### src/rtl/dac_sp_pkg.sv
// Package: shared opcode encoding for the serial DAC command port.
// Assumes a fixed 3-bit opcode field at the top of every word.
package dac_sp_pkg;

    localparam int CMD_W = 3;

    typedef enum logic [CMD_W-1:0] {
        OP_NOP       = 3'b000,
        OP_LOAD_IN   = 3'b001,
        OP_LOAD_BOTH = 3'b010,
        OP_UPDATE    = 3'b011,
        OP_USER_LO   = 3'b100,
        OP_SLEEP     = 3'b101,
        OP_USER_HI   = 3'b110,
        OP_OUT_EDGE  = 3'b111
    } op_e;

endpackage

### src/rtl/dsp_sync.sv
// Module: multi-stage synchronizer for a bundle of asynchronous pins.
// Assumes each bit is independent; RST_VAL gives the idle level of every bit.
module dsp_sync #(
    parameter int          W       = 3,
    parameter int          STAGES  = 2,
    parameter logic [W-1:0] RST_VAL = '0
) (
    input  logic         clk,
    input  logic         rst_n,
    input  logic [W-1:0] d,
    output logic [W-1:0] q
);

    logic [W-1:0] st [STAGES];

    // Purpose: first stage captures the raw pins.
    always_ff @(posedge clk) begin
        if (!rst_n) st[0] <= RST_VAL;
        else        st[0] <= d;
    end

    generate
        for (genvar g = 1; g < STAGES; g++) begin : g_stage
            // Purpose: each later stage settles metastability further.
            always_ff @(posedge clk) begin
                if (!rst_n) st[g] <= RST_VAL;
                else        st[g] <= st[g-1];
            end
        end
    endgenerate

    assign q = st[STAGES-1];

endmodule

### src/rtl/dsp_shifter.sv
// Module: serial shift register, edge detection and chain output.
// Assumes synchronized inputs; shifts on sclk rise while select is low and
// drives dout on the edge chosen by rise_mode, frozen while hold is high.
module dsp_shifter #(
    parameter int FRAME_W = 16
) (
    input  logic               clk,
    input  logic               rst_n,
    input  logic               s_cs_n,
    input  logic               s_sclk,
    input  logic               s_din,
    input  logic               rise_mode,
    input  logic               hold,
    output logic [FRAME_W-1:0] frame,
    output logic               frame_done,
    output logic               dout
);

    logic               sclk_q;
    logic               cs_q;
    logic [FRAME_W-1:0] sr_q;
    logic               dout_q;
    logic               sel;
    logic               sclk_rise;
    logic               sclk_fall;

    assign sel        = ~s_cs_n;
    assign sclk_rise  = s_sclk & ~sclk_q;
    assign sclk_fall  = ~s_sclk & sclk_q;
    assign frame_done = s_cs_n & ~cs_q;

    // Purpose: remember last synchronized clock and select for edge detection.
    always_ff @(posedge clk) begin
        if (!rst_n) begin
            sclk_q <= 1'b0;
            cs_q   <= 1'b1;
        end else begin
            sclk_q <= s_sclk;
            cs_q   <= s_cs_n;
        end
    end

    // Purpose: shift serial data in, MSB first, on selected rising edges.
    always_ff @(posedge clk) begin
        if (!rst_n)                sr_q <= '0;
        else if (sel && sclk_rise) sr_q <= {sr_q[FRAME_W-2:0], s_din};
    end

    // Purpose: drive chain output on the chosen clock edge unless held.
    always_ff @(posedge clk) begin
        if (!rst_n) begin
            dout_q <= 1'b0;
        end else if (!hold && sel) begin
            if (rise_mode && sclk_rise)       dout_q <= sr_q[FRAME_W-2];
            else if (!rise_mode && sclk_fall) dout_q <= sr_q[FRAME_W-1];
        end
    end

    assign frame = sr_q;
    assign dout  = dout_q;

    // nothing shifts while select is high.
    p_shift_idle_r2: assert property (@(posedge clk) disable iff (!rst_n)
        s_cs_n |=> $stable(sr_q));

    // chain output frozen while powered down.
    p_dout_hold_r10: assert property (@(posedge clk) disable iff (!rst_n)
        hold |=> $stable(dout_q));

endmodule

### src/rtl/dsp_cmd_exec.sv
// Module: opcode decoder with staging/converter registers, user pin,
// chain-edge mode and power state. Assumes frame_done is a one-cycle strobe
// and that lockout_n and clr are already synchronous to clk.
module dsp_cmd_exec
    import dac_sp_pkg::*;
#(
    parameter int   DATA_W    = 13,
    parameter logic RESET_MID = 1'b0,
    localparam int  FRAME_W   = DATA_W + CMD_W
) (
    input  logic               clk,
    input  logic               rst_n,
    input  logic [FRAME_W-1:0] frame,
    input  logic               frame_done,
    input  logic               lockout_n,
    input  logic               clr,
    output logic [DATA_W-1:0]  in_code,
    output logic [DATA_W-1:0]  dac_code,
    output logic               user_out,
    output logic               rise_mode,
    output logic               asleep,
    output logic               shdn_pulse,
    output logic               wake_pulse
);

    localparam logic [DATA_W-1:0] RST_CODE =
        RESET_MID ? {1'b1, {(DATA_W-1){1'b0}}} : '0;

    op_e               op;
    logic [DATA_W-1:0] data;
    logic [DATA_W-1:0] in_q, dac_q;
    logic              user_q, rise_q, asleep_q, shdn_q, wake_q;

    assign op   = op_e'(frame[FRAME_W-1 -: CMD_W]);
    assign data = frame[DATA_W-1:0];

    // Purpose: execute the held word on select rise; clear has priority.
    always_ff @(posedge clk) begin
        if (!rst_n) begin
            in_q     <= RST_CODE;
            dac_q    <= RST_CODE;
            user_q   <= 1'b0;
            rise_q   <= 1'b0;
            asleep_q <= 1'b0;
            shdn_q   <= 1'b0;
            wake_q   <= 1'b0;
        end else begin
            shdn_q <= 1'b0;
            wake_q <= 1'b0;
            if (clr) begin
                in_q     <= RST_CODE;
                dac_q    <= RST_CODE;
                user_q   <= 1'b0;
                asleep_q <= 1'b0;
                wake_q   <= asleep_q;
            end else if (frame_done) begin
                case (op)
                    OP_LOAD_IN: in_q <= data;
                    OP_LOAD_BOTH: begin
                        in_q     <= data;
                        dac_q    <= data;
                        asleep_q <= 1'b0;
                        wake_q   <= asleep_q;
                    end
                    OP_UPDATE: begin
                        dac_q    <= in_q;
                        asleep_q <= 1'b0;
                        wake_q   <= asleep_q;
                    end
                    OP_SLEEP: begin
                        if (lockout_n && !asleep_q) begin
                            asleep_q <= 1'b1;
                            shdn_q   <= 1'b1;
                        end
                    end
                    OP_USER_LO: if (!asleep_q) user_q <= 1'b0;
                    OP_USER_HI: if (!asleep_q) user_q <= 1'b1;
                    OP_OUT_EDGE: begin
                        if (data[DATA_W-1])      rise_q <= 1'b1;
                        else if (!data[DATA_W-2]) rise_q <= 1'b0;
                    end
                    default: ;
                endcase
            end
        end
    end

    assign in_code    = in_q;
    assign dac_code   = dac_q;
    assign user_out   = user_q;
    assign rise_mode  = rise_q;
    assign asleep     = asleep_q;
    assign shdn_pulse = shdn_q;
    assign wake_pulse = wake_q;

    // converter register moves only on a transaction or clear.
    p_dac_quiet_r3: assert property (@(posedge clk) disable iff (!rst_n)
        (!frame_done && !clr) |=> $stable(dac_q));

    // power-down request only while lockout_n was high.
    p_sleep_gate_r7: assert property (@(posedge clk) disable iff (!rst_n)
        shdn_q |-> $past(lockout_n));

    // a wake pulse only leaves the powered-down state.
    p_wake_from_sleep_r4: assert property (@(posedge clk) disable iff (!rst_n)
        wake_q |-> $past(asleep_q));

    // the two requests never coincide.
    p_pulse_excl_r11: assert property (@(posedge clk) disable iff (!rst_n)
        !(shdn_q && wake_q));

    // user pin frozen while powered down unless cleared.
    p_user_hold_r10: assert property (@(posedge clk) disable iff (!rst_n)
        (asleep_q && !clr) |=> $stable(user_q));

endmodule

### src/rtl/dac_serial_port.sv
// Module: top of the serial DAC command port. Synchronizes the serial pins,
// shifts words in and executes them on select rise. Assumes clk is several
// times faster than sclk so every serial edge is seen by the edge detectors.
module dac_serial_port #(
    parameter int   DATA_W      = 13,
    parameter int   SYNC_STAGES = 2,
    parameter logic RESET_MID   = 1'b0
) (
    input  logic              clk,
    input  logic              rst_n,
    input  logic              cs_n,
    input  logic              sclk,
    input  logic              din,
    input  logic              lockout_n,
    input  logic              clr,
    output logic              dout,
    output logic              user_out,
    output logic [DATA_W-1:0] in_code,
    output logic [DATA_W-1:0] dac_code,
    output logic              shdn_pulse,
    output logic              wake_pulse
);

    localparam int FRAME_W = DATA_W + dac_sp_pkg::CMD_W;

    logic [2:0]         pins_s;
    logic [FRAME_W-1:0] frame;
    logic               frame_done;
    logic               rise_mode;
    logic               asleep;

    dsp_sync #(
        .W       (3),
        .STAGES  (SYNC_STAGES),
        .RST_VAL (3'b100)
    ) u_sync (
        .clk   (clk),
        .rst_n (rst_n),
        .d     ({cs_n, sclk, din}),
        .q     (pins_s)
    );

    dsp_shifter #(
        .FRAME_W (FRAME_W)
    ) u_shift (
        .clk        (clk),
        .rst_n      (rst_n),
        .s_cs_n     (pins_s[2]),
        .s_sclk     (pins_s[1]),
        .s_din      (pins_s[0]),
        .rise_mode  (rise_mode),
        .hold       (asleep),
        .frame      (frame),
        .frame_done (frame_done),
        .dout       (dout)
    );

    dsp_cmd_exec #(
        .DATA_W    (DATA_W),
        .RESET_MID (RESET_MID)
    ) u_exec (
        .clk        (clk),
        .rst_n      (rst_n),
        .frame      (frame),
        .frame_done (frame_done),
        .lockout_n  (lockout_n),
        .clr        (clr),
        .in_code    (in_code),
        .dac_code   (dac_code),
        .user_out   (user_out),
        .rise_mode  (rise_mode),
        .asleep     (asleep),
        .shdn_pulse (shdn_pulse),
        .wake_pulse (wake_pulse)
    );

endmodule

### config.mk
export PLATFORM = sky130hd
export DESIGN_NAME = dac_serial_port
export DESIGN_NICKNAME = d
export VERILOG_FILES = /design/src/rtl/dac_sp_pkg.sv /design/src/rtl/dsp_sync.sv /design/src/rtl/dsp_shifter.sv /design/src/rtl/dsp_cmd_exec.sv /design/src/rtl/dac_serial_port.sv
export SDC_FILE = /design/constraint.sdc
export NUM_CORES = 1
export LEC_CHECK = 0
export BUFFER_PORTS_ARGS = -buffer_cell sky130_fd_sc_hd__clkbuf_2
export CAP_MARGIN = 20
export CORE_ASPECT_RATIO = 1.1
export CORE_UTILIZATION = 55
export DETAILED_ROUTE_END_ITERATION = 7
export GPL_TIMING_DRIVEN = 0
export PLACE_DENSITY_LB_ADDON = 0.12
export SYNTH_ARGS = -nofsm -noshare
export SYNTH_HDL_FRONTEND = slang
export SYNTH_SLANG_ARGS = --single-unit
export TNS_END_PERCENT = 20
### constraint.sdc
create_clock -name clk -period 1.7 [get_ports clk]
set_clock_uncertainty 0.1 [all_clocks]
set_input_delay 0.255 -clock clk [delete_from_list [all_inputs] [get_ports clk]]
set_output_delay 0.255 -clock clk [all_outputs]
set_load 0.005 [all_outputs]
==> impl_metrics.env <==
export IMPL_grt_ovfl_total=0
export IMPL_coreArea_um2=3770
export IMPL_root_buffer="clkbuf_8"
export IMPL_fin_crit_ns=1.50
export IMPL_ctsHoldBuffers=0
export IMPL_grt_pass1_wl_mm=7.68
export IMPL_power_density_nw_per_um2=817
export IMPL_power_frac_seq_pct=63.1
export IMPL_gp_congestion=0.743
export IMPL_slew_violations=0
export IMPL_critPathRequiredTime_ns=1.84
export IMPL_met1_usage_pct=29.0
export IMPL_nets=276
export IMPL_finalPower_uw=2100
export IMPL_antenna_cells=0
export IMPL_htreeDepth=2
export IMPL_antenna_found_initial=0
export IMPL_clockBufferDepth=2
export IMPL_io_buffer_count=36
export IMPL_die_area_um2=4330
export IMPL_pin_count=37
export IMPL_power_internal_uw=1630
export IMPL_cp_buffers_inverters=1
export IMPL_synth_nets=233
export IMPL_hpwlAfterDp_mm=3.11
export IMPL_cap_violations=0
export IMPL_grt_setup_unrepaired="no"
export IMPL_slowest_stage="dfxtp_1"
export IMPL_path_clk_slew_ns=0.10
export IMPL_syn_inst=226
export IMPL_worst_pin_slew_ns=0.459
export IMPL_fp_row_count=23
export IMPL_hold_class="in -> reg"
export IMPL_drc=0
export IMPL_swShare_pct=22.1
export IMPL_max_freq_ghz=0.665
export IMPL_die_h_um=68.9
export IMPL_startpoint_type="flip-flop"
export IMPL_nFillCells=316
export IMPL_wl_mm=4.48
export IMPL_synth_distinct_cells=37
export IMPL_p_clk_share_pct=33.9
export IMPL_slowest_delay_ns=0.48
export IMPL_crit_chain="and4bb_1, nor2_2, buf_4, o2bb2ai_1"
export IMPL_cts_resized=0
export IMPL_synth_area_top_cells="dfxtp_1, nand2_1, mux2i_1"
export IMPL_ys_ff_latch=56
export IMPL_synth_area_um2=2240
export IMPL_use_met2_pct=39.8
export IMPL_yosysSeqAreaShare_pct=50.1
export IMPL_setup_viol=0
export IMPL_ant_nets=0
export IMPL_slew_headroom_pct=69.3
export IMPL_worst_ep_arrival_time_ns=1.64
export IMPL_area_growth_syn_to_layout_pct=14.8
export IMPL_use_met3_pct=4.93
export IMPL_die_w_um=62.8
export IMPL_cts_setup_buffers=0
export IMPL_pwr_share_comb_pct=2.9
export IMPL_switchingPower_uw=465
export IMPL_path_delay_family="flip-flops"
export IMPL_grt_use_total_pct=23.0
export IMPL_cts_sinks=56
export IMPL_drive_gt1_share_pct=24.4
export IMPL_busiest_layer="met2"
export IMPL_cts_tree="done"
export IMPL_clock_latency_ns=0.30
export IMPL_start_util_pct=59.3
export IMPL_dr_total_vias=1720
export IMPL_setup_tns_ns=0
export IMPL_ys_warnings_count=0
export IMPL_status="complete, no violations"
export IMPL_peakVddDrop_mv=0.510
export IMPL_cp_end_kind="flip-flop"
export IMPL_first_iter_violations=94
export IMPL_cts_buffers=5
export IMPL_synth_area_per_cell_um2=9.90
export IMPL_grt_max_degree=18
export IMPL_seq_area_um2=1120
export IMPL_yosysTopAreaCell="dfxtp_1"
export IMPL_wl_per_cell_um=14.0
export IMPL_dr_pass1_iters=4
export IMPL_synth_top_cell_area_share_pct=50.1
export IMPL_hold_violations=0
export IMPL_cp_max_fo=10
export IMPL_finalCritPeriodShare_pct=88.5
export IMPL_grt_pass1_vias=1615
export IMPL_viasPerCell=5.38
export IMPL_p_leak_uw=0.00104
export IMPL_path_class="reg -> reg"
export IMPL_multiInputGateArea_um2=1010
layout by cell type, fill, tap and decap left out, types with 2 or more instances in the layout:
| cell type | netlist | routed |
|---|---|---|
| mux2i_1 | 13 | 13 |
| clkbuf_2 | 0 | 36 |
| buf_2 | 5 | 5 |
| a21boi_0 | 7 | 7 |
| nand3_1 | 13 | 13 |
| a21boi_1 | 10 | 10 |
| o211a_1 | 2 | 2 |
| nand2_1 | 36 | 36 |
| buf_4 | 5 | 5 |
| o21ai_1 | 9 | 9 |
| clkinv_2 | 0 | 2 |
| dfxtp_1 | 56 | 56 |
| clkbuf_1 | 3 | 3 |
| nor3b_2 | 2 | 2 |
| and2_1 | 6 | 6 |
| o21ai_0 | 4 | 4 |
| buf_6 | 3 | 3 |
| nand3b_1 | 3 | 3 |
| a21oi_1 | 13 | 13 |
| clkbuf_8 | 0 | 5 |
| o2bb2ai_1 | 13 | 13 |
| nand2b_1 | 4 | 4 |
| o311ai_0 | 2 | 2 |
Yosys cell counts (all sizes together):
library cell / n
o211a: 2
and4bb: 1
a21boi: 17
nand2b: 4
and2: 6
xnor2: 1
o41ai: 1
nor4bb: 1
nor2b: 1
buf: 13
nand3: 13
xor2: 1
nor4: 1
o31ai: 1
nor3b: 2
or3b: 3
nor4b: 1
nand2: 36
a21oi: 13
o21ai: 14
o21a: 1
nand3b: 4
mux2i: 13
clkbuf: 3
o311ai: 2
nor2: 2
o2bb2ai: 13
dfxtp: 56
power by group through the flow:
stage	sequential, uW	combinational [uW]	clock (uW)
2_1_floorplan	1350	41.7	0
3_3_place_gp	1350	61.6	0
3_5_place_dp	1360	62.2	0
4_1_cts	1320	62.6	727
5_1_grt	1330	67.7	784
6_report	1320	61.6	712
stage by stage:
stage               hold slack, ns  worst slack, ns  cell area, um2  utilization, %  std cells
floorplan                    0.256            0.366            2240               -        226
global placement             0.288            0.232            2480            65.8        312
detailed placement           0.296            0.212            2480            65.8        312
CTS                         0.0352            0.190            2570            68.1        320
global route                0.0393           0.0436            2570            68.1        320
finish                      0.0381            0.196            2570            68.1        320
area by class of cell:
type | count | share of cell area [%]
plain buffers | 16 | 4.19
clock buffers | 5 | 2.68
clock inverters | 3 | 0.731
multi-input cells | 154 | 39.3
flip-flops and latches | 56 | 43.7
well taps | 50 | 2.44
repair buffers | 36 | 7.02
metal layers:
layer | wire length (um) | up-vias
met2 | 2100 | 33
met4 | 48 | 0
met1 | 2180 | 799
li1 | - | 883
met5 | 0 | -
met3 | 146 | 5
final timing paths:
| kind | from | to | slack (ns) | depth (start not counted) |
|---|---|---|---|---|
| hold / removal | cs_n | u_sync.st[0][2] | 0.04 | 2 |
| hold reg to reg | u_sync.st[0][2] | u_sync.st[1][2] | 0.32 | 1 |
| setup reg to reg | u_shift.frame[15] | u_exec.dac_code[9] | 0.20 | 4 |
| setup / recovery | u_shift.frame[15] | u_exec.dac_code[9] | 0.20 | 4 |
worst reg2reg max path: stages (launching register included):
cell	delay (ns)
dfxtp_1	0.48
and4bb_1	0.27
nor2_2	0.21
buf_4	0.24
o2bb2ai_1	0.13
sequential cells by signal, indices dropped and copies added, names as in the netlist:
signal and cells:
u_exec.dac_code 13, u_exec.wake_pulse 1, u_exec.shdn_pulse 1, u_exec.rise_mode 1, u_shift.sclk_q 1, u_exec.user_out 1, u_exec.asleep 1, u_shift.dout 1
u_exec.in_code 13, u_sync.st 6, u_shift.frame 16, u_shift.cs_q 1
cells by family after synthesis:
family	Yosys count	share of synthesized area [%]
AOI/OAI and AO/OA	64	19.7
xor gates and xnor gates	2	1.45
buffers and inverters	16	4.81
DFF	56	50.1
muxes	13	5.82
and+or+nand+nor	75	18.1
(Power assumes the default switching activity.)
